File: src/rtl/grp_dr_pkg.sv
// Shared types for the grouped-enable dual-rail pipeline.
// A rail pair is packed {true, false}; 00 means no token.
package grp_dr_pkg;
    typedef logic [1:0] rail_t;
    localparam rail_t RAIL_NULL = 2'b00;

    // True when the pair carries any token, legal or not.
    function automatic logic has_token(input rail_t v);
        return v != RAIL_NULL;
    endfunction
endpackage

File: src/rtl/grp_dr_celem.sv
// Clocked N-input C-element.
// Output rises when every input is high, falls when every input is low,
// and otherwise keeps its value. Resets low. Assumes N >= 1.
module grp_dr_celem #(
    parameter int N = 3
) (
    input  logic         clk,
    input  logic         rst_n,
    input  logic [N-1:0] din,
    output logic         dout
);
    // Purpose: update the agreement state from the sampled inputs.
    always_ff @(posedge clk) begin
        if (!rst_n)      dout <= 1'b0;
        else if (&din)   dout <= 1'b1;
        else if (~|din)  dout <= 1'b0;
    end

    // a rise needs all inputs high on the previous edge
    a_r4_rise_all_high: assert property (@(posedge clk) disable iff (!rst_n)
        $rose(dout) |-> $past(&din));
    // a fall needs all inputs low on the previous edge
    a_r4_fall_all_low: assert property (@(posedge clk) disable iff (!rst_n)
        $fell(dout) |-> $past(~|din));
endmodule

File: src/rtl/grp_dr_cell.sv
// One bit-process: a dual-rail buffer with a four-phase input handshake.
// It takes a token when empty, enabled and released. It empties when the
// grouped release from the next column falls. The enable drops once the
// token is held and rises once both the input and the buffer are neutral.
// Assumes the release input comes from a C-element over the next column.
module grp_dr_cell
    import grp_dr_pkg::*;
(
    input  logic  clk,
    input  logic  rst_n,
    input  rail_t x,
    input  logic  rel,
    output rail_t r,
    output logic  en
);
    // Purpose: hold, take or drop the token.
    always_ff @(posedge clk) begin
        if (!rst_n) begin
            r <= RAIL_NULL;
        end else if (!has_token(r)) begin
            if (en && rel && has_token(x)) r <= x;
        end else if (!rel) begin
            r <= RAIL_NULL;
        end
    end

    // Purpose: four-phase enable toward the previous column.
    always_ff @(posedge clk) begin
        if (!rst_n)                              en <= 1'b1;
        else if (has_token(r) && has_token(x))   en <= 1'b0;
        else if (!has_token(r) && !has_token(x)) en <= 1'b1;
    end

    // a held token never changes into another token
    a_r7_no_overwrite: assert property (@(posedge clk) disable iff (!rst_n)
        has_token(r) |=> (r == $past(r) || r == RAIL_NULL));
    // a token is taken only while enabled and released
    a_r7_take_when_ready: assert property (@(posedge clk) disable iff (!rst_n)
        (has_token(r) && !has_token($past(r))) |-> $past(en && rel));
    // the buffer empties only after the grouped release has fallen
    a_r6_empty_after_release: assert property (@(posedge clk) disable iff (!rst_n)
        (!has_token(r) && has_token($past(r))) |-> !$past(rel));
    // the enable falls only while a token is held
    a_r3_enable_falls_full: assert property (@(posedge clk) disable iff (!rst_n)
        $fell(en) |-> $past(has_token(r)));
    // the enable rises only after the input went neutral
    a_r3_enable_rises_neutral: assert property (@(posedge clk) disable iff (!rst_n)
        $rose(en) |-> $past(!has_token(x)));
endmodule

File: src/rtl/grp_dr_stage.sv
// One column of WIDTH bit-processes. For every bit, a C-element groups the
// acknowledges of the bit and its neighbours in the next column, limited to
// the bit's partition of PART consecutive bits. Edge bits of a partition
// therefore group two acknowledges, and PART = 1 degenerates to one.
module grp_dr_stage #(
    parameter int WIDTH = 8,
    parameter int PART  = 4
) (
    input  logic             clk,
    input  logic             rst_n,
    input  logic [WIDTH-1:0] x_t,
    input  logic [WIDTH-1:0] x_f,
    output logic [WIDTH-1:0] x_en,
    output logic [WIDTH-1:0] y_t,
    output logic [WIDTH-1:0] y_f,
    input  logic [WIDTH-1:0] y_en
);
    for (genvar i = 0; i < WIDTH; i++) begin : g_bit
        localparam int BASE = (i / PART) * PART;
        localparam int LAST = (BASE + PART - 1 < WIDTH - 1) ? BASE + PART - 1 : WIDTH - 1;
        localparam int LO   = (i - 1 < BASE) ? BASE : i - 1;
        localparam int HI   = (i + 1 > LAST) ? LAST : i + 1;
        localparam int NIN  = HI - LO + 1;

        logic              rel;
        grp_dr_pkg::rail_t held;

        grp_dr_celem #(.N(NIN)) u_grp (
            .clk  (clk),
            .rst_n(rst_n),
            .din  (y_en[HI:LO]),
            .dout (rel)
        );

        grp_dr_cell u_cell (
            .clk  (clk),
            .rst_n(rst_n),
            .x    ({x_t[i], x_f[i]}),
            .rel  (rel),
            .r    (held),
            .en   (x_en[i])
        );

        assign y_t[i] = held[1];
        assign y_f[i] = held[0];
    end
endmodule

File: src/rtl/grp_dr_pipe.sv
// Grouped-enable dual-rail pipeline: STAGES columns of WIDTH bits chained
// through per-bit rails and enables. The sink's enables act as the
// acknowledges of a virtual column after the last one. Assumes the source
// and sink follow the four-phase return-to-zero handshake per bit.
module grp_dr_pipe #(
    parameter int WIDTH  = 8,
    parameter int STAGES = 3,
    parameter int PART   = 4
) (
    input  logic             clk,
    input  logic             rst_n,
    input  logic [WIDTH-1:0] in_t,
    input  logic [WIDTH-1:0] in_f,
    output logic [WIDTH-1:0] in_en,
    output logic [WIDTH-1:0] out_t,
    output logic [WIDTH-1:0] out_f,
    input  logic [WIDTH-1:0] out_en
);
    logic [WIDTH-1:0] col_t  [STAGES+1];
    logic [WIDTH-1:0] col_f  [STAGES+1];
    logic [WIDTH-1:0] col_en [STAGES+1];

    assign col_t[0]       = in_t;
    assign col_f[0]       = in_f;
    assign in_en          = col_en[0];
    assign col_en[STAGES] = out_en;
    assign out_t          = col_t[STAGES];
    assign out_f          = col_f[STAGES];

    for (genvar s = 0; s < STAGES; s++) begin : g_col
        grp_dr_stage #(.WIDTH(WIDTH), .PART(PART)) u_stage (
            .clk  (clk),
            .rst_n(rst_n),
            .x_t  (col_t[s]),
            .x_f  (col_f[s]),
            .x_en (col_en[s]),
            .y_t  (col_t[s+1]),
            .y_f  (col_f[s+1]),
            .y_en (col_en[s+1])
        );
    end
endmodule

File: config.mk
export PLATFORM = sky130hd
export DESIGN_NAME = grp_dr_pipe
export DESIGN_NICKNAME = d
export VERILOG_FILES = /design/src/rtl/grp_dr_pkg.sv /design/src/rtl/grp_dr_celem.sv /design/src/rtl/grp_dr_cell.sv /design/src/rtl/grp_dr_stage.sv /design/src/rtl/grp_dr_pipe.sv
export SDC_FILE = /design/constraint.sdc
export NUM_CORES = 1
export LEC_CHECK = 0
export BUFFER_PORTS_ARGS = -buffer_cell sky130_fd_sc_hd__buf_2
export CORE_MARGIN = 8
export CORE_UTILIZATION = 60
export CTS_CLUSTER_SIZE = 25
export DETAILED_ROUTE_END_ITERATION = 6
export PLACE_DENSITY = 0.84
export SYNTH_ARGS = -nofsm -noshare
export SYNTH_HDL_FRONTEND = slang
export SYNTH_SLANG_ARGS = --single-unit
File: constraint.sdc
create_clock -name clk -period 2.75 [get_ports clk]
set_input_delay 0 -clock clk [delete_from_list [all_inputs] [get_ports clk]]
set_output_delay 0 -clock clk [all_outputs]
set_load 0.1 [all_outputs]
# Yosys cells after proc, flatten, opt, wreduce, memory -nomap -nowiden
# Cells that the tools add are included.
[op_classes]
reduce_logical = 280
n_mux = 168
n_eq_ne = 48
[op_table]
columns = ["cell", "n"]
rows = [
  ["$reduce_bool 2->1", 80],
  ["$mux 2", 72],
  ["$logic_and 1x1->1", 96],
  ["$mux 1", 96],
  ["$ne 2x2->1 const B", 48],
  ["$reduce_and 2->1", 36],
  ["$reduce_and 3->1", 12],
  ["$reduce_or 3->1", 12],
  ["$logic_not 1->1", 32],
  ["$reduce_or 2->1", 12],
]
[word_totals]
regBits = 96

# Longest topological paths before layout
[logic_depth]
ltp_word = 5
ltp_mapped = 5

# Modules after synthesis
# Synthesis repeated with hierarchy kept, for this count alone.
[unflattened]
cells_unflattened = 492
hier_area_um2 = 4354.2
[modules_own_cells]
columns = ["module", "n_inst", "cells_per_inst", "area_per_inst_um2"]
rows = [
  ["grp_dr_cell", 24, 16, 136.4],
  ["grp_dr_celem at g_col[0].u_stage.g_bit[0].u_grp ...", 12, 4, 48.8],
  ["grp_dr_celem at g_col[0].u_stage.g_bit[1].u_grp ...", 12, 5, 41.3],
]

# Worst setup path before layout
# Ideal clock, no wire load.
[synth_timing]
path_type = "register to register"
start = "reg g_col[2].u_stage.g_bit[6].u_cell.en"
end = "reg g_col[1].u_stage.g_bit[7].u_grp.dout"
stages_incl_launch_ff = 5
synth_period_minus_slack_ns = 1.044
arrival_time_ns = 0.928
setup_slack_ns = 1.706
required_time_ns = 2.634
cell_sequence = "dfxtp_1 > inv_1 > ha_1 > mux2i_1 > nor2b_1"
[synth_between]
elab_chain_cells = 2
elab_cells_between_ends = 4
classes_between = "eq/ne: 1; mux: 1; reduce/logical: 2"
[synth_rtl]
columns = ["item", "line", "rtl"]
rows = [
  ["start, declared", "grp_dr_cell.sv:14", "output logic en"],
  ["start signal, assigned", "grp_dr_cell.sv:29", "if (!rst_n) en <= 1'b1;"],
  ["start signal, assigned", "grp_dr_cell.sv:30", "else if (has_token(r) && has_token(x)) en <= 1'b0;"],
  ["start signal, assigned", "grp_dr_cell.sv:31", "else if (!has_token(r) && !has_token(x)) en <= 1'b1;"],
  ["$reduce_and 2->1 / $reduce_or 2->1 (equally long branches)", "grp_dr_celem.sv:15, grp_dr_celem.sv:16", ""],
  ["$ne 2x2->1 (no line) / $mux 1 (equally long branches)", "n/a", ""],
  ["end signal, assigned", "grp_dr_celem.sv:14", "if (!rst_n) dout <= 1'b0;"],
  ["end signal, assigned", "grp_dr_celem.sv:15", "else if (&din) dout <= 1'b1;"],
  ["end signal, assigned", "grp_dr_celem.sv:16", "else if (~|din) dout <= 1'b0;"],
  ["end, declared", "grp_dr_celem.sv:10", "output logic dout"],
]
# Several ways; a longest one is shown, not always the timed one.
# A chain may end at the register's enable or synchronous reset.

==> results.ini <==
[finish]
final_nets=570
layout.cells.non_filler=610
area_growth_pct=12.95
drive_gt1_share_pct=13.58
antenna_cells=0
nFillCells=518

[routing]
totalWireLength_mm=7.859
detail-route-antenna-nets=0
initialDrtViolationCount=129
drc=0
wl_per_cell_um=12.88
via_per_inst=5.380
vias=3282
first_pass_iters=4

[cts]
cts_buffers=9
cts_resized=0
cts.sinks=96
cts.htree.levels=3
tritoncts=yes
insertion_delay_ns=0.35
clk_pin_slew_ns=0.08
root_buffer=clkbuf_8
postCtsSetupRepairBufs=0
cts_max_path_buffers=2

[worst_setup_path]
max_stage_delay_ns=0.55
reg2regPathDepth=4
r2r-end=g_col[0].u_stage.g_bit[3].u_cell.en
path_class=input pin to register
crit_family=buffers and inverters
r2r-start=g_col[0].u_stage.g_bit[3].u_cell.r[1]
cp-start-kind=input pin
crit_buf_inv=4
endpoint_kind=register
r2r_slack_ns=1.44
critPathArrivalTime_ns=2.08
slowest_stage=buf_4
crit_fanout=71
cp_cell_sequence=dlygate4sd3_1, buf_2, buf_4, o211ai_1, o21ai_1, dlygate4sd3_1
worstPathRequired_ns=3.04
path_common_cell=dlygate4sd3_1

[pwr]
leakagePower_uw=0.001879
clkPwrFrac_pct=30.7
switching_share_pct=26.46
comb_power_share_pct=12.5
seqPwrFrac_pct=56.8
switchingPower_uw=699.8
powerDensity_nw_per_um2=578.2
irDropWorstVdd_v=0.0004620
internal-power_uw=1945

[sta]
clock_skew_ns=0.008741
tightestPinTransition_ns=0.6287
fmax_ghz=0.5586
period_minus_slack_ns=1.790
rsz0062_at_grt=false
tns_ns=0
finalHoldViolCount=0
setup-violations-final=0
period_share_pct=65.09
maxSlewViolCount=0
relSlewSlack_pct=58.09

[global_route]
grt_max_degree=72
grt_overflow=0
grt_pass1_wl_mm=13.28
grt_pass1_vias=3175
antenna_found_initial=0
gr-usage-all-layers_pct=16.60

[synth]
syn-num-nets=520
yosysWarnings=0
syn_avg_cell_area_um2=8.506
ys_seq_area_share_pct=47.47
synth_area_um2=4049
ys_seq_elements=96
syn_inst=476
synth.distinct_cells=25

[run]
max_cap_violations=0

[place]
gp_congestion=0.8336
dp_hpwl_mm=5.585
port_buffers=49
dpl.cell_count=572

[min_path]
hold_depth=4
min_to=g_col[2].u_stage.g_bit[3].u_grp.dout
min-delay-start=out_en[3]
hold_path.class=input pin to register

[floorplan]
core_um2=6644
die_w_um=98.15
die_y_um=98.15
start_util_pct=60.94
design.die.area_um2=9632
io_pins=50
num_rows=30

[status]
status=completed

-- worst max-delay path by stage --
stage / from / end / slack, ns / depth (start not counted)
detailed placement: rst_n / g_col[0].u_stage.g_bit[1].u_cell.r[1] / 1.60 / 4
finish: rst_n / g_col[2].u_stage.g_bit[6].u_grp.dout / 0.96 / 6
global placement: rst_n / g_col[0].u_stage.g_bit[1].u_cell.r[1] / 1.63 / 4
global route: rst_n / g_col[2].u_stage.g_bit[2].u_grp.dout / 0.83 / 6
floorplan: g_col[2].u_stage.g_bit[6].u_cell.en / g_col[1].u_stage.g_bit[7].u_grp.dout / 1.71 / 4
CTS: rst_n / g_col[2].u_stage.g_bit[6].u_grp.dout / 0.98 / 6
-- tightest hold or removal path: stages --
cell and delay [ns]:
buf_2 0.10, ha_1 0.13, mux2i_1 0.08, nor2b_1 0.11
-- metal layers --
metal | track usage (%) | wire [µm] | share of wire (%)
met5 | 0 | 0 | 0
met4 | 6.257 | 124 | 1.6
met2 | 30.77 | 4044 | 51
met3 | 6.188 | 369 | 4.7
met1 | 16.40 | 3319 | 42
-- metrics by stage --
step	area [µm²]	utilization, %	setup WS (ns)	hold slack, ns	power (µW)
floorplan	4049	-	1.706	0.1326	1778
global placement	4170	62.77	1.631	0.2606	1823
detailed placement	4170	62.77	1.598	0.2704	1837
CTS	4573	68.83	0.9772	0.08590	2667
global route	4573	68.83	0.8275	0.1207	2764
finish	4573	68.83	0.9599	0.09989	2644
-- synthesized netlist by cell type --
| master | n | area share (%) |
|---|---|---|
| a21boi_1 | 6 | 1.1 |
| a21oi_1 | 49 | 6.1 |
| a21oi_2 | 1 | 0.22 |
| a31oi_1 | 24 | 3.7 |
| buf_2 | 5 | 0.62 |
| buf_4 | 26 | 4.8 |
| clkbuf_1 | 3 | 0.28 |
| dfxtp_1 | 96 | 47 |
| ha_1 | 18 | 5.6 |
| inv_1 | 33 | 3.1 |
| inv_2 | 6 | 0.56 |
| maj3_1 | 1 | 0.25 |
| mux2i_1 | 12 | 3.0 |
| nand2_1 | 36 | 3.3 |
| nand2b_1 | 4 | 0.62 |
| nand3b_1 | 18 | 3.3 |
| nor2_1 | 76 | 7.0 |
| nor2b_1 | 12 | 1.9 |
| nor3b_1 | 3 | 0.56 |
| o211ai_1 | 6 | 1.1 |
| o21ai_0 | 6 | 0.74 |
| o21ai_1 | 26 | 3.2 |
| o22ai_1 | 3 | 0.46 |
| or3_1 | 5 | 0.77 |
| or3_4 | 1 | 0.28 |
-- sequential cells by signal, summed over array words and instances, names as in the netlist --
register                        count
g_col.u_stage.g_bit.u_cell.en      24
g_col.u_stage.g_bit.u_grp.dout     24
g_col.u_stage.g_bit.u_cell.r       48
-- power groups by stage --
stage / registers (µW) / logic [µW] / clock network [µW]
final: 1500 / 329 / 812
after global routing: 1510 / 361 / 890
after CTS: 1500 / 330 / 834
after detailed placement: 1530 / 302 / 0
after global placement: 1530 / 293 / 0
after floorplan: 1520 / 258 / 0
-- cell families (layout without fill, tap and decap cells) --
| family | after synthesis | in the layout | synth area share (%) |
|---|---|---|---|
| AO/OA/AOI/OAI | 121 | 121 | 16.63 |
| adder cells (fa/ha/maj) | 19 | 19 | 5.810 |
| buffers and inverters | 73 | 127 | 9.332 |
| flip-flops | 96 | 96 | 47.47 |
| multiplexers | 12 | 12 | 2.967 |
| AND/OR/NAND/NOR | 155 | 155 | 17.80 |
-- what timing repair did --
item | 4_1_cts | 5_1_grt
hold buffers | 23 | 0
endpoints found under the setup margin | 0 | 0
endpoints found under the hold margin | 31 | 0
-- cell usage in the layout, fill, tap and decap left out, drive strengths merged, types with 12 or more instances in the layout --
cell type | synthesis | final
dfxtp | 96 | 96
dlygate4sd3 | 0 | 23
nand2 | 36 | 36
clkbuf | 3 | 12
nor2 | 76 | 76
inv | 39 | 39
buf | 31 | 50
ha | 18 | 18
mux2i | 12 | 12
nor2b | 12 | 12
nand3b | 18 | 18
a21oi | 50 | 50
o21ai | 32 | 32
a31oi | 24 | 24
-- layout make-up --
class                      instances  area [µm²]  area share, %
multi-input combinational        307        1749          38.25
inverter                          39       146.4          3.201
clock buffer                      12       155.1          3.393
clock inverter                     3       17.52         0.3830
sequential                        96        1922          42.02
timing repair buffer              73       483.0          10.56
tap                               80       100.1          2.189
(Power assumes the default switching activity.)
